<file path="src/rtl/cic_pkg.sv">
// Package: shared encodings for the cascaded interrupt resolver.
// Assumes: write address is {op[1:0], bank[2:0]}.
package cic_pkg;
    typedef enum logic [1:0] {
        OP_EN_SET = 2'd0,
        OP_EN_CLR = 2'd1,
        OP_ACK    = 2'd2,
        OP_NONE   = 2'd3
    } cic_op_e;

    localparam int          BANK_W      = 3;
    localparam int          OP_W        = 2;
    localparam int          ADDR_W      = OP_W + BANK_W;
    localparam logic [2:0]  BANK_DIRECT = 3'd0;
    localparam logic [2:0]  BANK_DMA    = 3'd1;
    localparam logic [2:0]  BANK_GPIO0  = 3'd2;
endpackage

</file>
<file path="src/rtl/cic_lsb_find.sv">
// Module: lowest-set-bit finder.
// Does: reports whether any bit of vec is set and the index of the lowest one.
// Assumes: W >= 1; idx is 0 when nothing is set.
module cic_lsb_find #(
    parameter int W  = 32,
    localparam int IW = (W > 1) ? $clog2(W) : 1
) (
    input  logic [W-1:0]  vec,
    output logic          found,
    output logic [IW-1:0] idx
);
    // Scan from the top down so the lowest set bit is the last one written.
    always_comb begin
        found = |vec;
        idx   = '0;
        for (int i = W - 1; i >= 0; i--) begin
            if (vec[i]) idx = IW'(i);
        end
    end
endmodule

</file>
<file path="src/rtl/cic_bank.sv">
// Module: one bank of sticky pending bits with enable bits.
// Does: latches high sources into pending, clears on acknowledge, and sets or
//       clears enables by write-one strobes.
// Assumes: sel is high for one cycle per write; op is decoded here.
module cic_bank
    import cic_pkg::*;
#(
    parameter int W = 32
) (
    input  logic         clk,
    input  logic         rst_n,
    input  logic [W-1:0] src,
    input  logic         sel,
    input  cic_op_e      op,
    input  logic [W-1:0] wdata,
    output logic [W-1:0] pend,
    output logic [W-1:0] en
);
    logic [W-1:0] set_m, clr_m, ack_m;

    // Turn the write into per-bit strobes for the selected operation.
    always_comb begin
        set_m = (sel && op == OP_EN_SET) ? wdata : '0;
        clr_m = (sel && op == OP_EN_CLR) ? wdata : '0;
        ack_m = (sel && op == OP_ACK)    ? wdata : '0;
    end

    // Update the pending and enable state; a live source wins over acknowledge.
    always_ff @(posedge clk) begin
        if (!rst_n) begin
            pend <= '0;
            en   <= '0;
        end else begin
            pend <= (pend & ~ack_m) | src;
            en   <= (en | set_m) & ~clr_m;
        end
    end
endmodule

</file>
<file path="src/rtl/cic_resolver.sv">
// Module: two-level priority resolver.
// Does: picks the lowest requesting top-level line and, for a cascade line,
//       the lowest requesting child, and forms the flat number.
// Assumes: requests are already gated by enables; all-ones means none.
module cic_resolver #(
    parameter int DATA_W    = 32,
    parameter int NUM_GRP   = 4,
    parameter int NUM_DMA   = 6,
    parameter int GPIO_TOP0 = 28,
    parameter int DMA_TOP   = 20,
    parameter int DMA_BASE  = 32,
    parameter int GPIO_BASE = 48,
    parameter int NUM_W     = 8
) (
    input  logic [DATA_W-1:0]         top_req,
    input  logic [NUM_GRP*DATA_W-1:0] grp_req,
    input  logic [NUM_DMA-1:0]        dma_req,
    output logic                      hit,
    output logic [NUM_W-1:0]          num
);
    localparam int TIW = (DATA_W > 1) ? $clog2(DATA_W) : 1;
    localparam int DIW = (NUM_DMA > 1) ? $clog2(NUM_DMA) : 1;

    logic           top_found, dma_found;
    logic [TIW-1:0] top_idx;
    logic [DIW-1:0] dma_idx;
    logic [TIW-1:0] grp_idx   [NUM_GRP];
    logic           grp_found [NUM_GRP];

    cic_lsb_find #(.W(DATA_W)) top_find_i (
        .vec(top_req), .found(top_found), .idx(top_idx)
    );

    cic_lsb_find #(.W(NUM_DMA)) dma_find_i (
        .vec(dma_req), .found(dma_found), .idx(dma_idx)
    );

    for (genvar g = 0; g < NUM_GRP; g++) begin : g_grp
        cic_lsb_find #(.W(DATA_W)) grp_find_i (
            .vec(grp_req[g*DATA_W +: DATA_W]),
            .found(grp_found[g]),
            .idx(grp_idx[g])
        );
    end

    // Translate the winning top-level line into a flat number.
    always_comb begin
        hit = top_found;
        num = '1;
        if (top_found) begin
            num = NUM_W'(int'(top_idx));
            if (int'(top_idx) == DMA_TOP && dma_found)
                num = NUM_W'(DMA_BASE + int'(dma_idx));
            for (int g = 0; g < NUM_GRP; g++) begin
                if (int'(top_idx) == GPIO_TOP0 - g && grp_found[g])
                    num = NUM_W'(GPIO_BASE + g * DATA_W + int'(grp_idx[g]));
            end
        end
    end
endmodule

</file>
<file path="src/rtl/cascade_irq_ctrl.sv">
// Module: cascaded interrupt controller, top level.
// Does: holds the direct, DMA and pin-group banks, derives the cascade lines,
//       and registers the resolved flat number and valid flag.
// Assumes: one write per cycle; cascade positions in the direct bank are unused.
module cascade_irq_ctrl
    import cic_pkg::*;
#(
    parameter int DATA_W    = 32,
    parameter int NUM_GRP   = 4,
    parameter int NUM_DMA   = 6,
    parameter int GPIO_TOP0 = 28,
    parameter int DMA_TOP   = 20,
    parameter int DMA_BASE  = 32,
    parameter int GPIO_BASE = 48,
    localparam int GPIO_N   = NUM_GRP * DATA_W,
    localparam int NUM_END  = GPIO_BASE + GPIO_N,
    localparam int NUM_W    = $clog2(NUM_END + 1)
) (
    input  logic              clk,
    input  logic              rst_n,
    input  logic [DATA_W-1:0] irq_src,
    input  logic [NUM_DMA-1:0] dma_src,
    input  logic [GPIO_N-1:0] gpio_src,
    input  logic              wr_en,
    input  logic [ADDR_W-1:0] wr_addr,
    input  logic [DATA_W-1:0] wr_data,
    output logic              irq_valid,
    output logic [NUM_W-1:0]  irq_num
);
    // Build the set of top-level positions taken by cascade lines.
    function automatic logic [DATA_W-1:0] casc_mask_f();
        logic [DATA_W-1:0] m;
        m = '0;
        m[DMA_TOP] = 1'b1;
        for (int g = 0; g < NUM_GRP; g++) m[GPIO_TOP0 - g] = 1'b1;
        return m;
    endfunction

    localparam logic [DATA_W-1:0] CASC_MASK = casc_mask_f();

    cic_op_e            op;
    logic [BANK_W-1:0]  bank;
    logic               sel_direct, sel_dma;
    logic [NUM_GRP-1:0] sel_grp;

    logic [DATA_W-1:0]  top_pend, top_en;
    logic [NUM_DMA-1:0] dma_pend, dma_en;
    logic [DATA_W-1:0]  gpio_pend [NUM_GRP];
    logic [DATA_W-1:0]  gpio_en   [NUM_GRP];
    logic [NUM_GRP-1:0] grp_en_any;

    logic [DATA_W-1:0]  top_req;
    logic [GPIO_N-1:0]  grp_req;
    logic [NUM_DMA-1:0] dma_req;
    logic               res_hit;
    logic [NUM_W-1:0]   res_num;

    // Split the write address into operation and bank selects.
    always_comb begin
        op         = cic_op_e'(wr_addr[ADDR_W-1 -: OP_W]);
        bank       = wr_addr[BANK_W-1:0];
        sel_direct = wr_en && (bank == BANK_DIRECT);
        sel_dma    = wr_en && (bank == BANK_DMA);
        for (int g = 0; g < NUM_GRP; g++)
            sel_grp[g] = wr_en && (int'(bank) == int'(BANK_GPIO0) + g);
    end

    cic_bank #(.W(DATA_W)) direct_bank_i (
        .clk(clk), .rst_n(rst_n),
        .src(irq_src & ~CASC_MASK),
        .sel(sel_direct), .op(op),
        .wdata(wr_data & ~CASC_MASK),
        .pend(top_pend), .en(top_en)
    );

    cic_bank #(.W(NUM_DMA)) dma_bank_i (
        .clk(clk), .rst_n(rst_n),
        .src(dma_src),
        .sel(sel_dma), .op(op),
        .wdata(wr_data[NUM_DMA-1:0]),
        .pend(dma_pend), .en(dma_en)
    );

    for (genvar g = 0; g < NUM_GRP; g++) begin : g_gpio
        cic_bank #(.W(DATA_W)) gpio_bank_i (
            .clk(clk), .rst_n(rst_n),
            .src(gpio_src[g*DATA_W +: DATA_W]),
            .sel(sel_grp[g]), .op(op),
            .wdata(wr_data),
            .pend(gpio_pend[g]), .en(gpio_en[g])
        );
    end

    // Gate every level by its enables and merge the cascade lines on top.
    always_comb begin
        dma_req = dma_pend & dma_en;
        top_req = top_pend & top_en & ~CASC_MASK;
        top_req[DMA_TOP] = (|dma_en) && (|dma_req);
        for (int g = 0; g < NUM_GRP; g++) begin
            grp_en_any[g] = |gpio_en[g];
            grp_req[g*DATA_W +: DATA_W] = gpio_pend[g] & gpio_en[g];
            top_req[GPIO_TOP0 - g] = grp_en_any[g] && (|grp_req[g*DATA_W +: DATA_W]);
        end
    end

    cic_resolver #(
        .DATA_W(DATA_W), .NUM_GRP(NUM_GRP), .NUM_DMA(NUM_DMA),
        .GPIO_TOP0(GPIO_TOP0), .DMA_TOP(DMA_TOP),
        .DMA_BASE(DMA_BASE), .GPIO_BASE(GPIO_BASE), .NUM_W(NUM_W)
    ) resolver_i (
        .top_req(top_req), .grp_req(grp_req), .dma_req(dma_req),
        .hit(res_hit), .num(res_num)
    );

    // Register the resolved answer for the processor side.
    always_ff @(posedge clk) begin
        if (!rst_n) begin
            irq_valid <= 1'b0;
            irq_num   <= '1;
        end else begin
            irq_valid <= res_hit;
            irq_num   <= res_hit ? res_num : '1;
        end
    end
endmodule

</file>
<file path="config.mk">
export PLATFORM = sky130hd
export DESIGN_NAME = cascade_irq_ctrl
export DESIGN_NICKNAME = d
export VERILOG_FILES = /design/src/rtl/cic_pkg.sv /design/src/rtl/cic_lsb_find.sv /design/src/rtl/cic_bank.sv /design/src/rtl/cic_resolver.sv /design/src/rtl/cascade_irq_ctrl.sv
export SDC_FILE = /design/constraint.sdc
export NUM_CORES = 1
export LEC_CHECK = 0
export ABC_AREA = 1
export BUFFER_PORTS_ARGS = -buffer_cell sky130_fd_sc_hd__buf_2
export CAP_MARGIN = 20
export CORE_AREA = 2 2 222 170
export DETAILED_ROUTE_END_ITERATION = 6
export DIE_AREA = 0 0 224 172
export SYNTH_ARGS = -nofsm -noshare
export SYNTH_HDL_FRONTEND = slang
export SYNTH_SLANG_ARGS = --single-unit
</file>
<file path="constraint.sdc">
create_clock -name clk -period 4.7 [get_ports clk]
set_clock_uncertainty 0.1 [all_clocks]
set_input_delay 0.705 -clock clk [delete_from_list [all_inputs] [get_ports clk]]
set_output_delay 0.705 -clock clk [all_outputs]
set_load 0.01 [all_outputs]
</file>
# --- After elaboration in Yosys (flattened, before gate mapping) ---
# Cells that the tools add are included.
# Widths: inputs -> output; s select.
word_totals:
  out_inout_bits: 9
  register_bits: 341
op_classes:
  reduce_logical: 48
  eq_ne: 12
  bitwise_logic: 42
  addsub: 5
  muxes: 189
op_table:
  columns: ["op", "count"]
  rows:
  - ["$mux 5", 160]
  - ["$and 32x32->32", 15]
  - ["$mux 32", 15]
  - ["$not 32->32", 10]
  - ["$or 32x32->32", 10]
  - ["$reduce_or 32->1", 9]
  - ["$mux 8", 5]
  - ["$logic_and 1x1->1", 34]
  - ["$and 6x6->6", 3]
  - ["$mux 3", 6]
  - ["$mux 6", 3]
  - ["$add 7x5->8 const A", 2]
  - ["$eq 5x4->1 const B", 3]
  - ["$eq 3x3->1 const B", 4]
  - ["$not 6->6", 2]
  - ["$or 6x6->6", 2]
  - ["$reduce_or 6->1", 2]
  - ["$add 8x5->8 const A", 1]
  - ["$add 6x3->7 const A", 1]
  - ["$add 6x5->7 const A", 1]
  - ["$eq 5x3->1 const B", 1]
  - ["$eq 5x5->1 const B", 1]
  - ["$eq 3x1->1 const B", 1]
  - ["$logic_not 3->1", 1]
  - ["4 further kinds", 4]

# --- Longest topological paths before layout ---
depth:
  word_depth: 40
  depth_mapped: 41
  ltp_nobuf: 41

# --- Cells and area by module ---
# A second synthesis with hierarchy kept.
hier_totals:
  cells_unflattened: 3443
  area_unflattened_um2: 19991.7
by_module_without_submodules:
  columns: ["module", "seq_area_each_um2", "area_each_um2", "cells_each", "instances"]
  rows:
  - ["cic_bank at direct_bank_i ...", 1281.2, 2919.0, 448, 5]
  - ["cic_lsb_find at resolver_i.g_grp[0].grp_find_i ...", 0.0, 470.5, 107, 5]
  - ["cascade_irq_ctrl", 180.2, 1985.7, 483, 1]
  - ["cic_bank at dma_bank_i", 240.2, 553.0, 73, 1]
  - ["cic_resolver", 0.0, 432.9, 97, 1]
  - ["cic_lsb_find at resolver_i.dma_find_i", 0.0, 72.6, 15, 1]

# --- Least setup slack after synthesis ---
# No wires, ideal clock.
synth_path:
  path_kind: "register to register"
  from: "reg g_gpio[3].gpio_bank_i.pend[6]"
  to: "reg irq_num[3]"
  path_stages_with_launch: 31
  path_slack_ps: 1978
  t_arrival_ps: 2510
  setup_time_ps: 113
  period_less_slack_ps: 2722
  cell_sequence: "dfxtp_1 -> nand2_1 -> nand2_1 -> nor2_2 -> nand2_2 -> nor2_4 -> inv_2 -> nor2_4 -> inv_2 -> a21oi_4 -> nand2_1 -> nand2_1 -> a21oi_1 -> nor2_1 -> nor2_1 -> nor2_1 -> nor2_1 -> nor2_1 -> nor2_1 -> o21bai_2 -> nand3_2 -> nor2_1 -> inv_1 -> nor3_2 -> nand3_2 -> nand3_1 -> nand2_1 -> nand2_1 -> nand2_1 -> nand2_1 -> nand2_1"
synth_via:
  elab_chain_len: 36
  elab_cells_between_ends: 54
synth_lines:
  columns: ["item", "line", "text"]
  rows:
  - ["start, declared", "cic_bank.sv:16", "output logic [W-1:0] pend,"]
  - ["start signal, assigned", "cic_bank.sv:34", "pend <= (pend & ~ack_m) | src;"]
  - ["$and 32x32->32 (*)", "cascade_irq_ctrl.sv:101", "grp_req[g*DATA_W +: DATA_W] = gpio_pend[g] & gpio_en[g];"]
  - ["$reduce_or 32->1", "cic_lsb_find.sv:14, cascade_irq_ctrl.sv:102", null]
  - ["$logic_and 1x1->1", "cascade_irq_ctrl.sv:102", "top_req[GPIO_TOP0 - g] = grp_en_any[g] && (|grp_req[g*DATA_W +: DATA_W]);"]
  - ["$mux 5 (26 in a row)", "cic_lsb_find.sv:17", "if (vec[i]) idx = IW'(i);"]
  - ["$eq 5x5->1", "cic_resolver.sv:52", "if (int'(top_idx) == DMA_TOP && dma_found)"]
  - ["$logic_and 1x1->1", "cic_resolver.sv:52", null]
  - ["$mux 8", "cic_resolver.sv:52", null]
  - ["$mux 8 (4 in a row)", "cic_resolver.sv:55", "if (int'(top_idx) == GPIO_TOP0 - g && grp_found[g])"]
  - ["end signal, assigned", "cascade_irq_ctrl.sv:122", "irq_num <= res_hit ? res_num : '1;"]
  - ["end, declared", "cascade_irq_ctrl.sv:28", "output logic [NUM_W-1:0] irq_num"]
# Every way passes the cells marked *; elsewhere a longest branch is shown, timed or not.
# A chain may end at the register's enable or synchronous reset.

# --- Worst setup path in the final report ---
layout_path:
  from: "reg g_gpio[0].gpio_bank_i.pend[8]"
  to: "reg irq_num[0]"
layout_via:
  elab_chain_len: 39
  elab_cells_between_ends: 59
layout_lines:
  columns: ["item", "line"]
  rows:
  - ["start, declared", "cic_bank.sv:16"]
  - ["start signal, assigned", "cic_bank.sv:34"]
  - ["$and 32x32->32 (*)", "cascade_irq_ctrl.sv:101"]
  - ["$reduce_or 32->1", "cic_lsb_find.sv:14, cascade_irq_ctrl.sv:102"]
  - ["$logic_and 1x1->1", "cascade_irq_ctrl.sv:102"]
  - ["$mux 5 (29 in a row)", "cic_lsb_find.sv:17"]
  - ["$eq 5x5->1", "cic_resolver.sv:52"]
  - ["$logic_and 1x1->1", "cic_resolver.sv:52"]
  - ["$mux 8", "cic_resolver.sv:52"]
  - ["$mux 8 (4 in a row)", "cic_resolver.sv:55"]
# Marked as above.

==> results.json <==
{
  "status": "finished, final reports clean",
  "cts_tree": "yes",
  "final_common_cell": "nand2_1",
  "met1_usage": 0.3696,
  "netlist.area_leader.share": 0.4496,
  "hold_violations": 0,
  "tns_ps": 0,
  "p_int_w": 0.004786,
  "hold_class": "in -> reg",
  "cp.arrival_ps": 4260,
  "yosys.area.top_type": "dfxtp_1",
  "ys_async_sr_fraction": 0,
  "cts_buffer_depth": 3,
  "syn_area_per_cell_sq_um": 6.846,
  "dieArea_sq_mm": 0.03853,
  "grt_use_total": 0.2586,
  "globalRouteMet3Util": 0.04707,
  "syn-cell-area_sq_mm": 0.01474,
  "nFillCells": 3714,
  "crit_path_end_kind": "register",
  "worstMarginPinSlew_ps": 965.3,
  "startpoint_type": "register",
  "power_switching_w": 0.001628,
  "drc_errors": 0,
  "grt_pass1_wl_mm": 77.17,
  "root_buffer": "clkbuf_16",
  "ys_seq_elements": 331,
  "cts_htree_levels": 2,
  "seq_power_share": 0.467,
  "relSlewSlack": 0.3549,
  "clk_pin_slew_ps": 60,
  "switching_share": 0.2539,
  "path_delay_family": "simple AND/OR/NAND/NOR gates",
  "cts_setup_buffers": 0,
  "firstDrtPassIters": 6,
  "dp_slack_ps": 915.7,
  "setup_violations": 0,
  "ctsHoldBuffers": 0,
  "grt.overflow.total": 0,
  "viasPerCell": 5.252,
  "rsz0062_at_grt": "no",
  "cts-buffers-inserted": 36,
  "max-vdd-ir-drop_uv": 184.6,
  "initial_core_util": 0.4049,
  "max_freq_mhz": 253.1,
  "fp.dieW_microns": 224,
  "combPwrFrac": 0.093,
  "die_h_microns": 172,
  "drive_gt1_frac": 0.1539,
  "max_stage_delay_ps": 560,
  "fin_crit_sh": 0.8408,
  "core_area_sq_mm": 0.03641,
  "routed_wl_mm": 50.21,
  "cts_resized": 0,
  "rows": 61,
  "clk_latency_ps": 550,
  "grt_pass1_vias": 13990,
  "clock-sinks": 331,
  "gr-usage-met2": 0.3966,
  "synth_cell_types": 38,
  "drv_slew": 0,
  "drtIter0Drc": 1405,
  "ios": 215,
  "grt_max_degree": 98,
  "clockPowerShare": 0.440,
  "area_growth_pct": 17.38,
  "nets": 2512,
  "wl_per_cell_microns": 17.87,
  "yosysSeqAreaShare": 0.4496,
  "grt_antenna_before_repair": 5,
  "busiest_layer": "met2",
  "p_leak_nw": 8.468,
  "gp_congestion": 0.8945,
  "crit_slowest_cell": "nor4_2",
  "ys_top_cells_by_area": "dfxtp_1 (45%), nand2_1 (11%), nor2_1 (8.1%), o21ai_0 (8.1%), a21oi_1 (8.0%)",
  "power.density_mw_per_mm2": 370.8,
  "io_buffers": 209,
  "syn_nets": 2359,
  "ys_warn_count": 0,
  "path_class": "reg -> reg",
  "period_needed_ps": 3952,
  "setup_slack_ps": 748.2,
  "hold_slack_ps": 293.5,
  "critPathBufInv": 2,
  "syn_inst": 2153,
  "ys.flop_type": "dfxtp_1",
  "antenna_left": 0,
  "worstPathMaxFanout": 6,
  "final_util": 0.4752,
  "synth_edf_count": 0,
  "drv_cap": 0,
  "layout.cells.most_common_list": "nand2_1 (449), dfxtp_1 (331), nor2_1 (318), o21ai_0 (238), a21oi_1 (237)",
  "vias": 14760,
  "dp_hpwl_mm": 35.85,
  "critPathRequiredTime_ps": 5000
}
==> through the flow <==
stage,instance area (sq um),instances,power [W]
detailed placement,16120,2739,0.003647
global route,17300,2808,0.006663
CTS,17280,2804,0.006451
global placement,16100,2738,0.003637
floorplan,14740,2153,0.003392
finish,17300,2810,0.006415
==> area by class of cell <==
type | instances | area [sq um] | area share
diodes | 5 | 12.51 | 0.0007232
clock buffers | 54 | 1041 | 0.06017
repair buffers | 224 | 1166 | 0.06740
multi-input cells | 1471 | 6829 | 0.3947
flip-flops and latches | 331 | 6626 | 0.3830
clock inverters | 11 | 121.4 | 0.007015
inverters | 242 | 913.4 | 0.05280
well taps | 472 | 590.6 | 0.03414
==> worst paths after layout <==
check,startpoint,end,slack (ps),cells past startpoint
worst max-delay path,g_gpio[0].gpio_bank_i.pend[8],irq_num[0],750,25
worst min-delay path,gpio_src[19],g_gpio[0].gpio_bank_i.pend[19],290,3
worst min register to register,g_gpio[2].gpio_bank_i.en[20],g_gpio[2].gpio_bank_i.en[20],370,2
worst max register to register,g_gpio[0].gpio_bank_i.pend[8],irq_num[0],750,25
==> worst register-to-register path, delay by kind of cell, from the launching register on <==
family          cells  cell delay (ps)
compound gates      3              380
buf+inv             2              240
flops               1              310
simple gates       20             2790
==> synth_stat cells, drive strengths merged, types with 3 or more instances <==
library cell	n
a21oi	238
nor4	4
nand3	34
dfxtp	331
o211ai	6
inv	241
nand2	466
nand4	10
o22ai	96
nor3	10
o21bai	3
a31oi	10
nor2	339
o31ai	3
clkbuf	109
o21ai	244
==> cell families after synthesis <==
family,count (synthesis),synth area share
simple gates,867,0.2422
compound gates,604,0.2188
flops,331,0.4496
buf+inv,351,0.08939
==> power by group through the flow <==
stage	Combinational (W)	Sequential (W)	Clock (W)
6_report	0.000599	0.00299	0.00282
5_1_grt	0.000672	0.00301	0.00298
4_1_cts	0.000596	0.00299	0.00286
3_5_place_dp	0.000593	0.00305	0
3_3_place_gp	0.000586	0.00305	0
2_1_floorplan	0.000349	0.00304	0
==> sequential cells by signal, indices dropped and copies added (netlist names) <==
name	count
irq_valid	1
g_gpio.gpio_bank_i.en	128
g_gpio.gpio_bank_i.pend	128
direct_bank_i.en	27
dma_bank_i.pend	6
direct_bank_i.pend	27
dma_bank_i.en	6
irq_num	8
==> metal layers <==
metal	routed length (microns)	vias up
met3	3902	78
met5	0	-
met2	21130	528
met1	23980	6867
met4	1198	0
li1	-	7285
No activity file was read; power rests on OpenSTA's default activity.
